[src/rtl/raster_pkg.sv]
// Shared widths and the configuration record of the raster timing generator.
// Assumes: all raster modules import this package and take their widths from it.
package raster_pkg;
    parameter int unsigned RG_COL_W = 16;
    parameter int unsigned RG_ROW_W = 13;
    parameter int unsigned RG_HSW_W = 8;
    parameter int unsigned RG_VSW_W = 8;

    typedef struct packed {
        logic [RG_COL_W-1:0] act_w;
        logic [RG_COL_W-1:0] hblank;
        logic [RG_COL_W-1:0] hs_start;
        logic [RG_HSW_W-1:0] hs_width;
        logic                hs_valid_mode;
        logic [RG_ROW_W-1:0] act_h;
        logic [RG_ROW_W-1:0] vblank;
        logic [RG_ROW_W-1:0] first_row;
        logic [RG_ROW_W-1:0] vs_start;
        logic [RG_VSW_W-1:0] vs_width;
    } raster_cfg_t;
endpackage

[src/rtl/raster_cfg_shadow.sv]
// Holds the configuration for the frame in progress.
// Copies the live configuration while reset is held and on each frame wrap.
// Assumes: load is a single-cycle strobe that is high only on the enabled wrap edge.
module raster_cfg_shadow
    import raster_pkg::*;
(
    input  logic        clk,
    input  logic        rst_n,
    input  logic        load,
    input  raster_cfg_t cfg_in,
    output raster_cfg_t cfg_q
);
    // Purpose: capture the settings that the next frame will use.
    always_ff @(posedge clk) begin
        if (!rst_n || load) begin
            cfg_q <= cfg_in;
        end
    end
endmodule

[src/rtl/raster_pos_counter.sv]
// Column and row counters that walk the raster.
// Reports when the current slot is the last slot of the frame.
// Assumes: the line length and the frame length are each at least one.
module raster_pos_counter
    import raster_pkg::*;
(
    input  logic                clk,
    input  logic                rst_n,
    input  logic                pix_en,
    input  raster_cfg_t         cfg,
    output logic [RG_COL_W-1:0] cnt_col,
    output logic [RG_ROW_W-1:0] cnt_row,
    output logic                frame_end
);
    localparam int LW = RG_COL_W + 1;
    localparam int FW = RG_ROW_W + 1;

    logic [LW-1:0] line_len;
    logic [FW-1:0] frame_len;
    logic          line_end;

    // Purpose: find the line and frame lengths and detect the last slots.
    always_comb begin
        line_len  = LW'(cfg.act_w) + LW'(cfg.hblank);
        frame_len = FW'(cfg.act_h) + FW'(cfg.vblank);
        line_end  = (LW'(cnt_col) + LW'(1)) >= line_len;
        frame_end = line_end && ((FW'(cnt_row) + FW'(1)) >= frame_len);
    end

    // Purpose: advance the position by one slot on each enabled cycle.
    always_ff @(posedge clk) begin
        if (!rst_n) begin
            cnt_col <= '0;
            cnt_row <= '0;
        end else if (pix_en) begin
            if (line_end) begin
                cnt_col <= '0;
                cnt_row <= frame_end ? '0 : cnt_row + 1'b1;
            end else begin
                cnt_col <= cnt_col + 1'b1;
            end
        end
    end
endmodule

[src/rtl/raster_sync_gen.sv]
// Decodes the sync and valid levels for the counter position.
// Registers them, together with that position, on each enabled cycle.
// Assumes: cfg describes the frame that the counter position belongs to.
module raster_sync_gen
    import raster_pkg::*;
(
    input  logic                clk,
    input  logic                rst_n,
    input  logic                pix_en,
    input  raster_cfg_t         cfg,
    input  logic [RG_COL_W-1:0] cnt_col,
    input  logic [RG_ROW_W-1:0] cnt_row,
    output logic [RG_COL_W-1:0] out_col,
    output logic [RG_ROW_W-1:0] out_row,
    output logic                hsync,
    output logic                vsync,
    output logic                data_valid
);
    localparam int WW = 32;

    // Purpose: test whether pos lies in the half-open window [start, start+len).
    function automatic logic in_window(input logic [WW-1:0] pos,
                                       input logic [WW-1:0] start,
                                       input logic [WW-1:0] len);
        return (pos >= start) && (pos < start + len);
    endfunction

    logic hs_pulse;
    logic h_act;
    logic v_act;
    logic vs_lvl;
    logic dv_lvl;
    logic hs_lvl;

    // Purpose: decode the window levels for the current position.
    always_comb begin
        hs_pulse = in_window(WW'(cnt_col), WW'(cfg.hs_start), WW'(cfg.hs_width));
        h_act    = in_window(WW'(cnt_col), '0, WW'(cfg.act_w));
        v_act    = in_window(WW'(cnt_row), WW'(cfg.first_row), WW'(cfg.act_h));
        vs_lvl   = in_window(WW'(cnt_row), WW'(cfg.vs_start), WW'(cfg.vs_width));
        dv_lvl   = h_act && v_act;
        hs_lvl   = cfg.hs_valid_mode ? dv_lvl : hs_pulse;
    end

    // Purpose: register the position and its levels; hold them while the enable is low.
    always_ff @(posedge clk) begin
        if (!rst_n) begin
            out_col    <= '0;
            out_row    <= '0;
            hsync      <= 1'b0;
            vsync      <= 1'b0;
            data_valid <= 1'b0;
        end else if (pix_en) begin
            out_col    <= cnt_col;
            out_row    <= cnt_row;
            hsync      <= hs_lvl;
            vsync      <= vs_lvl;
            data_valid <= dv_lvl;
        end
    end
endmodule

[src/rtl/raster_timing_gen.sv]
// Top of the raster sync timing generator.
// Connects the configuration shadow, the position counters and the sync decoder.
// Assumes: first_row < vblank, and the line and the frame each last at least two slots.
module raster_timing_gen
    import raster_pkg::*;
(
    input  logic                clk,
    input  logic                rst_n,
    input  logic                pix_en,
    input  logic [RG_COL_W-1:0] cfg_act_w,
    input  logic [RG_COL_W-1:0] cfg_hblank,
    input  logic [RG_COL_W-1:0] cfg_hs_start,
    input  logic [RG_HSW_W-1:0] cfg_hs_width,
    input  logic                cfg_hs_valid_mode,
    input  logic [RG_ROW_W-1:0] cfg_act_h,
    input  logic [RG_ROW_W-1:0] cfg_vblank,
    input  logic [RG_ROW_W-1:0] cfg_first_row,
    input  logic [RG_ROW_W-1:0] cfg_vs_start,
    input  logic [RG_VSW_W-1:0] cfg_vs_width,
    output logic                hsync,
    output logic                vsync,
    output logic                data_valid,
    output logic [RG_COL_W-1:0] col,
    output logic [RG_ROW_W-1:0] row
);
    raster_cfg_t         live_cfg;
    raster_cfg_t         act_cfg;
    logic [RG_COL_W-1:0] cnt_col;
    logic [RG_ROW_W-1:0] cnt_row;
    logic                frame_end;
    logic                wrap_load;

    // Purpose: gather the configuration pins into one record.
    always_comb begin
        live_cfg.act_w         = cfg_act_w;
        live_cfg.hblank        = cfg_hblank;
        live_cfg.hs_start      = cfg_hs_start;
        live_cfg.hs_width      = cfg_hs_width;
        live_cfg.hs_valid_mode = cfg_hs_valid_mode;
        live_cfg.act_h         = cfg_act_h;
        live_cfg.vblank        = cfg_vblank;
        live_cfg.first_row     = cfg_first_row;
        live_cfg.vs_start      = cfg_vs_start;
        live_cfg.vs_width      = cfg_vs_width;
        wrap_load              = pix_en && frame_end;
    end

    raster_cfg_shadow u_shadow (
        .clk    (clk),
        .rst_n  (rst_n),
        .load   (wrap_load),
        .cfg_in (live_cfg),
        .cfg_q  (act_cfg)
    );

    raster_pos_counter u_cnt (
        .clk       (clk),
        .rst_n     (rst_n),
        .pix_en    (pix_en),
        .cfg       (act_cfg),
        .cnt_col   (cnt_col),
        .cnt_row   (cnt_row),
        .frame_end (frame_end)
    );

    raster_sync_gen u_sync (
        .clk        (clk),
        .rst_n      (rst_n),
        .pix_en     (pix_en),
        .cfg        (act_cfg),
        .cnt_col    (cnt_col),
        .cnt_row    (cnt_row),
        .out_col    (col),
        .out_row    (row),
        .hsync      (hsync),
        .vsync      (vsync),
        .data_valid (data_valid)
    );
endmodule

[config.mk]
export PLATFORM = sky130hd
export DESIGN_NAME = raster_timing_gen
export DESIGN_NICKNAME = d
export VERILOG_FILES = /design/src/rtl/raster_pkg.sv /design/src/rtl/raster_cfg_shadow.sv /design/src/rtl/raster_pos_counter.sv /design/src/rtl/raster_sync_gen.sv /design/src/rtl/raster_timing_gen.sv
export SDC_FILE = /design/constraint.sdc
export NUM_CORES = 1
export LEC_CHECK = 0
export ABC_AREA = 1
export ABC_CLOCK_PERIOD_IN_PS = 16000
export CAP_MARGIN = 5
export CELL_PAD_IN_SITES_DETAIL_PLACEMENT = 0
export CELL_PAD_IN_SITES_GLOBAL_PLACEMENT = 1
export CORE_MARGIN = 2
export CORE_UTILIZATION = 45
export CTS_CLUSTER_SIZE = 24
export DETAILED_ROUTE_END_ITERATION = 10
export PLACE_DENSITY = 0.9
export SLEW_MARGIN = 20
export SYNTH_ARGS = -nofsm -noshare
export SYNTH_HDL_FRONTEND = slang
export SYNTH_HIERARCHICAL = 1
export SYNTH_SLANG_ARGS = --single-unit
[constraint.sdc]
create_clock -name clk -period 16 [get_ports clk]
set_input_delay 1.6 -clock clk [delete_from_list [all_inputs] [get_ports clk]]
set_output_delay 1.6 -clock clk [all_outputs]
set_load 0.01 [all_outputs]
==> impl_metrics.yaml, run 1 <==
floorplan:
  die_h_um: 172
  fp-row-count: 61
  die_w_um: 172
  start_util_pct: 45.6
  dieArea_um2: 29400
  num_io_pins: 152
  core_area_um2: 27700
routing:
  drt-pass1-iter-count: 5
  drtAntennaViolNets: 0
  vias: 10500
  drt-initial-drc-count: 534
  wire_per_inst_um: 15.2
  drc: 0
  viasPerCell: 5.07
  wl_um: 31500
synthesis:
  synth_compound_area_share_pct: 9.59
  seq_area_frac_synth_pct: 37.5
  synthArstFlopShare_pct: 0
  yosysTopAreaCell: "edfxtp_1"
  yosysTopAreaCellShare_pct: 27.8
  ys_seq_elements: 178
  ys_warn_count: 6
  synth_top_family_by_area: "simple AND/OR/NAND/NOR gates"
  synthMuxAreaShare_pct: 0
  synth_flop_cell: "edfxtp_1"
  ys_top_cells_by_area: "edfxtp_1 28%, ha_1 19%, dfxtp_1 9.7%"
  syn_inst: 1531
  yosys.area_share.simple_pct: 22.0
  synthesis.area_um2: 12600
  synthDistinctLibCells: 50
  synth-xor-area-share_pct: 4.92
  synth_common_cells: "313 x nand2_1, 196 x nor2_1, 189 x inv_1, 187 x ha_1, 117 x edfxtp_1"
  synth_nets: 1843
  syn_avg_cell_area_um2: 8.25
  yosysMostFrequentCell: "nand2_1"
  synth_fa_ha_area_share_pct: 19.3
  synth-edff-count: 117
global_route:
  overflow: 0
  grt_pass1_wl_um: 50700
  antenna_found_initial: 0
  grt_start_max_net_pins: 65
  grtUsageTotal_pct: 21.9
  grt_pass1_vias: 10300
power:
  p_seq_share_pct: 43.6
  pwr_density_cell_nw_per_um2: 82.1
  p_comb_share_pct: 23.2
  power_switching_uw: 375
  power_leakage_uw: 0.00709
  ir_drop_mv: 0.0703
  clkPwrFrac_pct: 33.2
  p_int_uw: 864
  switching_share_pct: 30.3
clock_tree:
  clk_pin_slew_ps: 60
  clk-insertion-delay-late_ps: 440
  clock-sinks: 178
  cts_setup_buffers: 0
  cts_hold_buffers: 0
  clock_path_buffers: 2
  cts_tree: "yes"
  cts_root_buffer: "clkbuf_16"
  cts_resized: 0
  numCtsBuffers: 17
  cts_max_level: 4
hold_path:
  min_path_type: "flip-flop to flip-flop"
worst_setup_path:
  cp_max_fo: 64
  crit_required_ps: 16060
  path_common_cell: "nand2_1"
  crit_path_end_kind: "flip-flop"
  startpoint_type: "flip-flop"
  crit_slowest_cell: "buf_4"
  crit_arrival_ps: 4900
  path_buf_inv: 6
  worstSetupPathType: "flip-flop to flip-flop"
  crit_family: "simple AND/OR/NAND/NOR gates"
  cpPeakStageDelay_ps: 750
final_layout:
  fillers: 2553
  final_cell_count_no_fill: 2074
  antennaDiodeCount: 0
  syn_to_final_growth_pct: 19.5
  final_cell_area_um2: 15100
  final_nets: 1995
  drive_gt1_share_pct: 4.42
place:
  portBuffers: 151
  place_congestion: 0.895
  dp_cells: 2042
  dp_hpwl_um: 24400
  place_area_um2: 14500
sta:
  slew_viol_final: 0
  slew_headroom_pct: 44.9
  maxClockFrequency_mhz: 207
  grt_setup_unrepaired: "false"
  tightestPinTransition_ps: 826
  skew_ps: 16.4
  period_share_pct: 30.2
  finalSetupTns_ps: 0
  setup_violations: 0
  hold_violations: 0
  hold_ws_ps: 496
  period_needed_ps: 4840
status:
  run_status: "finished clean"
run:
  drv_cap: 0
==> cell families after synthesis <==
kind of cell / count (synthesis)
adders and majority gates: 192
buffers and inverters: 217
xor gates and xnor gates: 71
DFF: 178
and+or+nand+nor: 654
AOI/OAI and AO/OA: 219
==> path summary, 6_finish.rpt <==
check / from / end / slack, ps / cells after the start
max: u_shadow/cfg_q[101] / u_shadow/cfg_q[84] / 11160 / 25
min: u_sync/out_col[14] / u_sync/out_col[14] / 500 / 2
max reg2reg: u_shadow/cfg_q[101] / u_shadow/cfg_q[84] / 11160 / 25
min reg2reg: u_sync/out_col[14] / u_sync/out_col[14] / 500 / 2
==> routing by layer <==
| metal | track usage [%] | wire [µm] |
|---|---|---|
| met1 | 27.1 | 14000 |
| met2 | 39.8 | 15800 |
| met3 | 2.88 | 1220 |
| met4 | 6.30 | 539 |
| met5 | 0 | 0 |
==> power groups by stage <==
| stage | Clock, µW | Combinational (µW) | Sequential [µW] |
|---|---|---|---|
| after floorplan | 0 | 195 | 544 |
| after detailed placement | 0 | 286 | 550 |
| after CTS | 422 | 288 | 540 |
| after global placement | 0 | 281 | 550 |
| final | 411 | 288 | 540 |
| after global routing | 438 | 329 | 543 |
==> placed cells by master (no fill, tap or decap), types with 47 or more instances in the layout <==
| cell type | netlist | layout |
|---|---|---|
| a21oi_1 | 108 | 108 |
| clkdlybuf4s50_1 | 0 | 149 |
| dfxtp_1 | 61 | 61 |
| edfxtp_1 | 117 | 117 |
| ha_1 | 187 | 187 |
| inv_1 | 189 | 189 |
| nand2_1 | 313 | 312 |
| nand3_1 | 56 | 56 |
| nor2_1 | 196 | 196 |
| o21ai_0 | 64 | 64 |
| xor2_1 | 47 | 47 |
==> area by class of cell <==
class	count	area [µm²]	area share, %
Tap cell	378	473	3.13
Timing Repair Buffer	154	1520	10.1
Multi-Input combinational cell	1136	7060	46.8
Clock inverter	13	126	0.837
Sequential cell	178	4730	31.4
Inverter	196	736	4.87
Clock buffer	19	443	2.93
==> registers in the layout, summed over array words and instances, names as in the netlist <==
register           cells
u_shadow/cfg_q       117
u_cnt/cnt_col         16
u_sync/out_col        16
u_cnt/cnt_row         13
u_sync/out_row        13
u_sync/data_valid      1
u_sync/hsync           1
u_sync/vsync           1
==> through the flow <==
| step | util (%) | setup WS, ps | total power, µW |
|---|---|---|---|
| after floorplan | - | 10240 | 739 |
| after global placement | 52.4 | 11240 | 831 |
| final | 54.5 | 11160 | 1240 |
| after detailed placement | 52.4 | 11080 | 836 |
| after CTS | 54.5 | 11090 | 1250 |
| after global routing | 54.5 | 10590 | 1310 |
==> worst reg2reg max path, cell delays in order, from the launching register on <==
cell and delay [ps]:
edfxtp_1 390, ha_1 220, fa_1 410, nand2_1 80, nand2_1 50, o21ai_0 160, inv_1 80, a21oi_1 240
inv_1 90, nand2_1 70, nand2_1 50, xnor2_1 120, ha_1 310, nand2_1 80, nor2_1 130, nand2_2 80
nor2_2 90, nand2_1 60, nand4_2 160, nand2_1 70, inv_1 70, nand2_1 40, inv_1 60, inv_1 60
nand2_4 500, buf_4 760
Power figures use the tool's default switching activity.
==> run 2: changes to the inputs <==
--- a/config.mk
+++ b/config.mk
@@ -6,15 +6,15 @@
 export NUM_CORES = 1
 export LEC_CHECK = 0
 export ABC_AREA = 1
-export ABC_CLOCK_PERIOD_IN_PS = 16000
+export ABC_CLOCK_PERIOD_IN_PS = 4300
 export CAP_MARGIN = 5
 export CELL_PAD_IN_SITES_DETAIL_PLACEMENT = 0
 export CELL_PAD_IN_SITES_GLOBAL_PLACEMENT = 1
 export CORE_MARGIN = 2
-export CORE_UTILIZATION = 45
+export CORE_UTILIZATION = 39
 export CTS_CLUSTER_SIZE = 24
 export DETAILED_ROUTE_END_ITERATION = 10
-export PLACE_DENSITY = 0.9
+export PLACE_DENSITY = 0.83
 export SLEW_MARGIN = 20
 export SYNTH_ARGS = -nofsm -noshare
 export SYNTH_HDL_FRONTEND = slang
==> constraint.sdc (replaced) <==
create_clock -name clk -period 4.3 [get_ports clk]
set_input_delay 0.43 -clock clk [delete_from_list [all_inputs] [get_ports clk]]
set_output_delay 0.43 -clock clk [all_outputs]
set_load 0.01 [all_outputs]
==> run 2 against run 1 <==
Against the previous run: hold slack lost 140 ps; non-clock buffer count grew 14; via count grew 0.32%; combinational power grew to 3.8 times the previous value; cell area grew 1.3%; core utilization shrank 6.3 points; clock power grew to 3.8 times the previous value; power grew to 3.7 times the previous value; sequential power grew to 3.7 times the previous value; first-iteration DRC count grew 4.9%; global-route usage shrank 2.6 points; critical path type unchanged; highest routed layer unchanged.
==> impl_metrics.yaml, run 2 (same netlist as run 1, synthesis figures left out) <==
status:
  run_status: "finished clean"
floorplan:
  start_util_pct: 39.8
  core_area_um2: 31700
  dieArea_um2: 33800
  fp-row-count: 65
  num_io_pins: 152
  die_h_um: 184
  die_w_um: 184
worst_setup_path:
  startpoint_type: "flip-flop"
  crit_arrival_ps: 3990
  cp_max_fo: 37
  worstSetupPathType: "flip-flop to flip-flop"
  crit_path_end_kind: "flip-flop"
  crit_required_ps: 4440
final_layout:
  layout_common_cells: "312 x nand2_1, 196 x nor2_1, 189 x inv_1"
  final_nets: 2009
  drive_gt1_share_pct: 5.32
  final_common_cell: "nand2_1"
  syn_to_final_growth_pct: 21.1
  top_regs: "u_shadow/cfg_q: 117 flops, u_cnt/cnt_col: 16 flops, u_sync/out_col: 16 flops"
  antennaDiodeCount: 0
  final_cell_count_no_fill: 2112
  largest_register_ff_count: 117
  regMostFlops: "u_shadow/cfg_q"
sta:
  hold_violations: 0
  setup_violations: 0
  tightestPinTransition_ps: 779
  slew_viol_final: 0
  maxClockFrequency_mhz: 260
  period_needed_ps: 3850
  period_share_pct: 89.6
  slew_headroom_pct: 47.7
  grt_setup_unrepaired: "false"
  skew_ps: 16.3
  finalSetupTns_ps: 0
  fin_ws_ps: 449
global_route:
  busiest_layer: "met2"
  grt_start_max_net_pins: 41
  met1_usage_pct: 23.9
  grt_pass1_wl_um: 50800
  grt_pass1_vias: 10100
  grtUsageMet3_pct: 3.74
  grtUsageTotal_pct: 19.4
  antenna_found_initial: 0
  grt_use_met2_pct: 34.4
  overflow: 0
run:
  drv_cap: 0
clock_tree:
  cts_setup_buffers: 0
  cts_tree: "yes"
  clk_pin_slew_ps: 80
  clock_path_buffers: 2
  numCtsBuffers: 17
  cts_max_level: 4
  cts_root_buffer: "clkbuf_16"
  cts_resized: 0
  clk-insertion-delay-late_ps: 450
  clock-sinks: 178
  cts_hold_buffers: 0
place:
  dp_slack_ps: 396
  dp_hpwl_um: 25200
  portBuffers: 151
  place_congestion: 0.864
  dp_cells: 2080
routing:
  viasPerCell: 5.00
  wire_per_inst_um: 15.2
  vias: 10600
  wl_um: 32100
  drt-initial-drc-count: 560
  drc: 0
  drt-pass1-iter-count: 6
  drtAntennaViolNets: 0
power:
  ir_drop_mv: 0.295
  pwr_density_cell_nw_per_um2: 304
  power_leakage_uw: 0.00720
hold_path:
  min_path_type: "input pin to flip-flop"
==> run 2: through the flow <==
stage          util, %  hold WS (ps)  area, µm²  total power, µW
5_1_grt           48.2           335      15300             4910
3_5_place_dp      46.4           480      14700             3130
2_1_floorplan        -           486      12600             2750
6_report          48.2           352      15300             4640
3_3_place_gp      46.4           476      14700             3100
4_1_cts           48.2           321      15300             4700
==> run 2: worst paths after layout <==
kind / from / endpoint / slack (ps) / depth (start not counted)
setup / recovery: u_shadow/cfg_q[101] / u_shadow/cfg_q[35] / 450 / 25
hold / removal: rst_n / u_sync/out_col[13] / 350 / 3
setup reg to reg: u_shadow/cfg_q[101] / u_shadow/cfg_q[35] / 450 / 25
hold reg to reg: u_sync/out_col[9] / u_sync/out_col[9] / 500 / 2
==> run 2: area by class of cell <==
class | instances | area (µm²)
Multi-Input combinational cell | 1136 | 7060
Timing Repair Buffer | 168 | 1680
Clock inverter | 14 | 130
Clock buffer | 18 | 450
Sequential cell | 178 | 4730
Inverter | 196 | 736
Fill cell | 3042 | 16400
Tap cell | 402 | 503
==> run 2: worst max-delay path: stages, from the launching register on <==
cell and delay [ps]:
edfxtp_1 410, ha_1 230, fa_1 400, nand2_1 80
nand2_1 50, o21ai_0 150, inv_1 100, a21oi_2 190
inv_1 80, nand2_1 60, nand2_1 60, xnor2_1 120
ha_1 320, nand2_1 70, nor2_1 130, nand2_2 80
nor2_2 100, nand2_1 70, nand4_2 140, nand2_1 60
inv_1 50, nand2_1 40, inv_1 60, inv_1 60
nand2_4 180, buf_12 240
==> run 2: metal layers <==
layer	part of all wire, %	routed length [µm]	up-vias
met5	0	0	-
met3	4.2	1330	18
met2	49	15800	217
met1	45	14600	4848
met4	1.1	367	0
li1	-	-	5471
==> run 2: report_power, final <==
part           leakage, µW  internal (µW)  switching [µW]
sequential         0.00164           1920            77.8
combinational      0.00527            476             615
clock             0.000287            802             751
total              0.00720           3200            1440
==> run 3: changes to the inputs <==
--- a/config.mk
+++ b/config.mk
@@ -15,6 +15,7 @@
 export CTS_CLUSTER_SIZE = 24
 export DETAILED_ROUTE_END_ITERATION = 10
 export PLACE_DENSITY = 0.83
+export REMOVE_ABC_BUFFERS = 1
 export SLEW_MARGIN = 20
 export SYNTH_ARGS = -nofsm -noshare
 export SYNTH_HDL_FRONTEND = slang
==> run 3 against run 2 <==
Against the previous run: flip-flop and latch count did not move; cell area fell by 0.45%; maximum frequency barely moved; clock skew fell by 3.4 ps; power fell by 2.0%; non-clock buffer count fell by 6; largest power group unchanged.
==> impl_metrics.yaml, run 3 (same netlist as run 1, synthesis figures left out) <==
floorplan:
  core_area_um2: 31700
  dieArea_um2: 33800
  die_w_um: 184
  die_h_um: 184
  num_io_pins: 152
  fp-row-count: 65
  start_util_pct: 39.8
final_layout:
  post-route-util_pct: 48.0
  top_regs: "u_shadow/cfg_q: 117 flops, u_cnt/cnt_col: 16 flops, u_sync/out_col: 16 flops"
  final_common_cell: "nand2_1"
  fillers: 3116
  antennaDiodeCount: 0
  largest_register_ff_count: 117
  multi_input_area_um2: 7060
  final_nets: 2003
  layout_common_cells: "312 x nand2_1, 196 x nor2_1, 189 x inv_1"
  register_area_um2: 4730
  syn_to_final_growth_pct: 20.5
  regMostFlops: "u_shadow/cfg_q"
  drive_gt1_share_pct: 4.69
clock_tree:
  cts_max_level: 4
  clock-sinks: 178
  clk-insertion-delay-late_ps: 440
  numCtsBuffers: 17
  clock_path_buffers: 2
  clk_pin_slew_ps: 70
  cts_tree: "yes"
  cts_hold_buffers: 0
  cts_root_buffer: "clkbuf_16"
hold_path:
  min_path_type: "flip-flop to flip-flop"
  min_path_cells: 2
  min_from: "u_sync/out_row[10]"
sta:
  hold_violations: 0
  finalSetupTns_ps: 0
  period_share_pct: 89.5
  maxClockFrequency_mhz: 260
  period_needed_ps: 3850
  slew_viol_final: 0
  hold_ws_ps: 502
  tightestPinTransition_ps: 996
  slew_headroom_pct: 33.4
  skew_ps: 12.9
  setup_violations: 0
  grt_setup_unrepaired: "false"
global_route:
  grt_pass1_vias: 10100
  grt_start_max_net_pins: 72
  grt_pass1_wl_um: 49600
  grtUsageTotal_pct: 18.6
  antenna_found_initial: 0
  overflow: 0
run:
  drv_cap: 0
routing:
  drt-initial-drc-count: 525
  drtAntennaViolNets: 0
  wl_um: 30700
  drt-pass1-iter-count: 5
  wire_per_inst_um: 14.6
  vias: 10400
  drc: 0
  viasPerCell: 4.92
worst_setup_path:
  startpoint_type: "flip-flop"
  crit_required_ps: 4420
  path_common_cell: "nand2_1"
  crit_arrival_ps: 3970
  r2r-start: "u_shadow/cfg_q[101]"
  reg2reg_depth: 25
  worstSetupPathType: "flip-flop to flip-flop"
  cp_max_fo: 46
  startpoint: "u_shadow/cfg_q[101]"
  crit_slowest_cell: "fa_1"
  crit_path_end_kind: "flip-flop"
  cpPeakStageDelay_ps: 410
power:
  ir_drop_mv: 0.297
  switching_share_pct: 30.1
  power_leakage_uw: 0.00716
  p_int_uw: 3180
  p_seq_share_pct: 43.9
  power_switching_uw: 1370
  pwr_density_cell_nw_per_um2: 299
  clkPwrFrac_pct: 32.2
  p_comb_share_pct: 23.8
place:
  place_congestion: 0.852
  portBuffers: 151
  dp_hpwl_um: 24100
status:
  run_status: "finished clean"
[run 3: cell types whose count changed in the layout (fill, tap and decap cells not counted), sizes merged]
| cell | previous run | this run |
|---|---|---|
| buf | 19 | 10 |
| clkbuf | 18 | 22 |
| clkdlybuf4s50 | 149 | 151 |
| clkinv | 6 | 7 |
| clkinvlp | 1 | 0 |
| inv | 203 | 200 |
[run 3: worst paths after layout]
| check | slack (ps) | to |
|---|---|---|
| setup / recovery | 450 | u_shadow/cfg_q[19] |
| hold / removal | 500 | u_sync/out_row[10] |
| setup reg to reg | 450 | u_shadow/cfg_q[19] |
| hold reg to reg | 500 | u_sync/out_row[10] |
[run 3: metrics by stage]
stage                     cell area, µm²  worst slack (ps)  cells  power (µW)
after floorplan                    12500             -1470   1510        2740
after global placement             14600               335   2073        3090
after detailed placement           14600               279   2073        3120
after CTS                          15200               282   2105        4610
after global routing               15200              55.7   2106        4840
final                              15200               453   2106        4550
[run 3: cell type report]
type / count / area share (%)
multi-input combinational: 1136 / 46.4
sequential: 178 / 31.1
clock buffer: 21 / 3.06
timing repair buffer: 162 / 10.8
inverter: 196 / 4.83
tap: 402 / 3.30
clock inverter: 11 / 0.485
[run 3: power by group through the flow]
| stage | Sequential [µW] | Combinational (µW) | Clock, µW |
|---|---|---|---|
| after floorplan | 2030 | 712 | 0 |
| after global placement | 2040 | 1050 | 0 |
| after detailed placement | 2040 | 1070 | 0 |
| after CTS | 2000 | 1090 | 1520 |
| after global routing | 2010 | 1230 | 1590 |
| final | 2000 | 1090 | 1470 |
[run 3: timing repair]
item	CTS	global route
setup buffers	0	0
setup endpoints to repair	0	71
resized for setup	0	3
[run 3: metal layers]
layer  GRT usage, %  wire length [µm]  vias up
met1           22.8             13800     4680
met5              0                 0        -
li1               -                 -     5470
met2           32.9             15300      182
met3           3.35              1040       26
met4           5.92               532        0
[run 3: worst max-delay path: cells and delay by family, from the launching register on]
kind,cells,cell delay (ps)
flip-flops,1,390
AO/OA/AOI/OAI,2,350
adder cells (fa/ha/maj),3,950
XOR/XNOR,1,120
AND/OR/NAND/NOR,13,1060
buffers and inverters,6,640
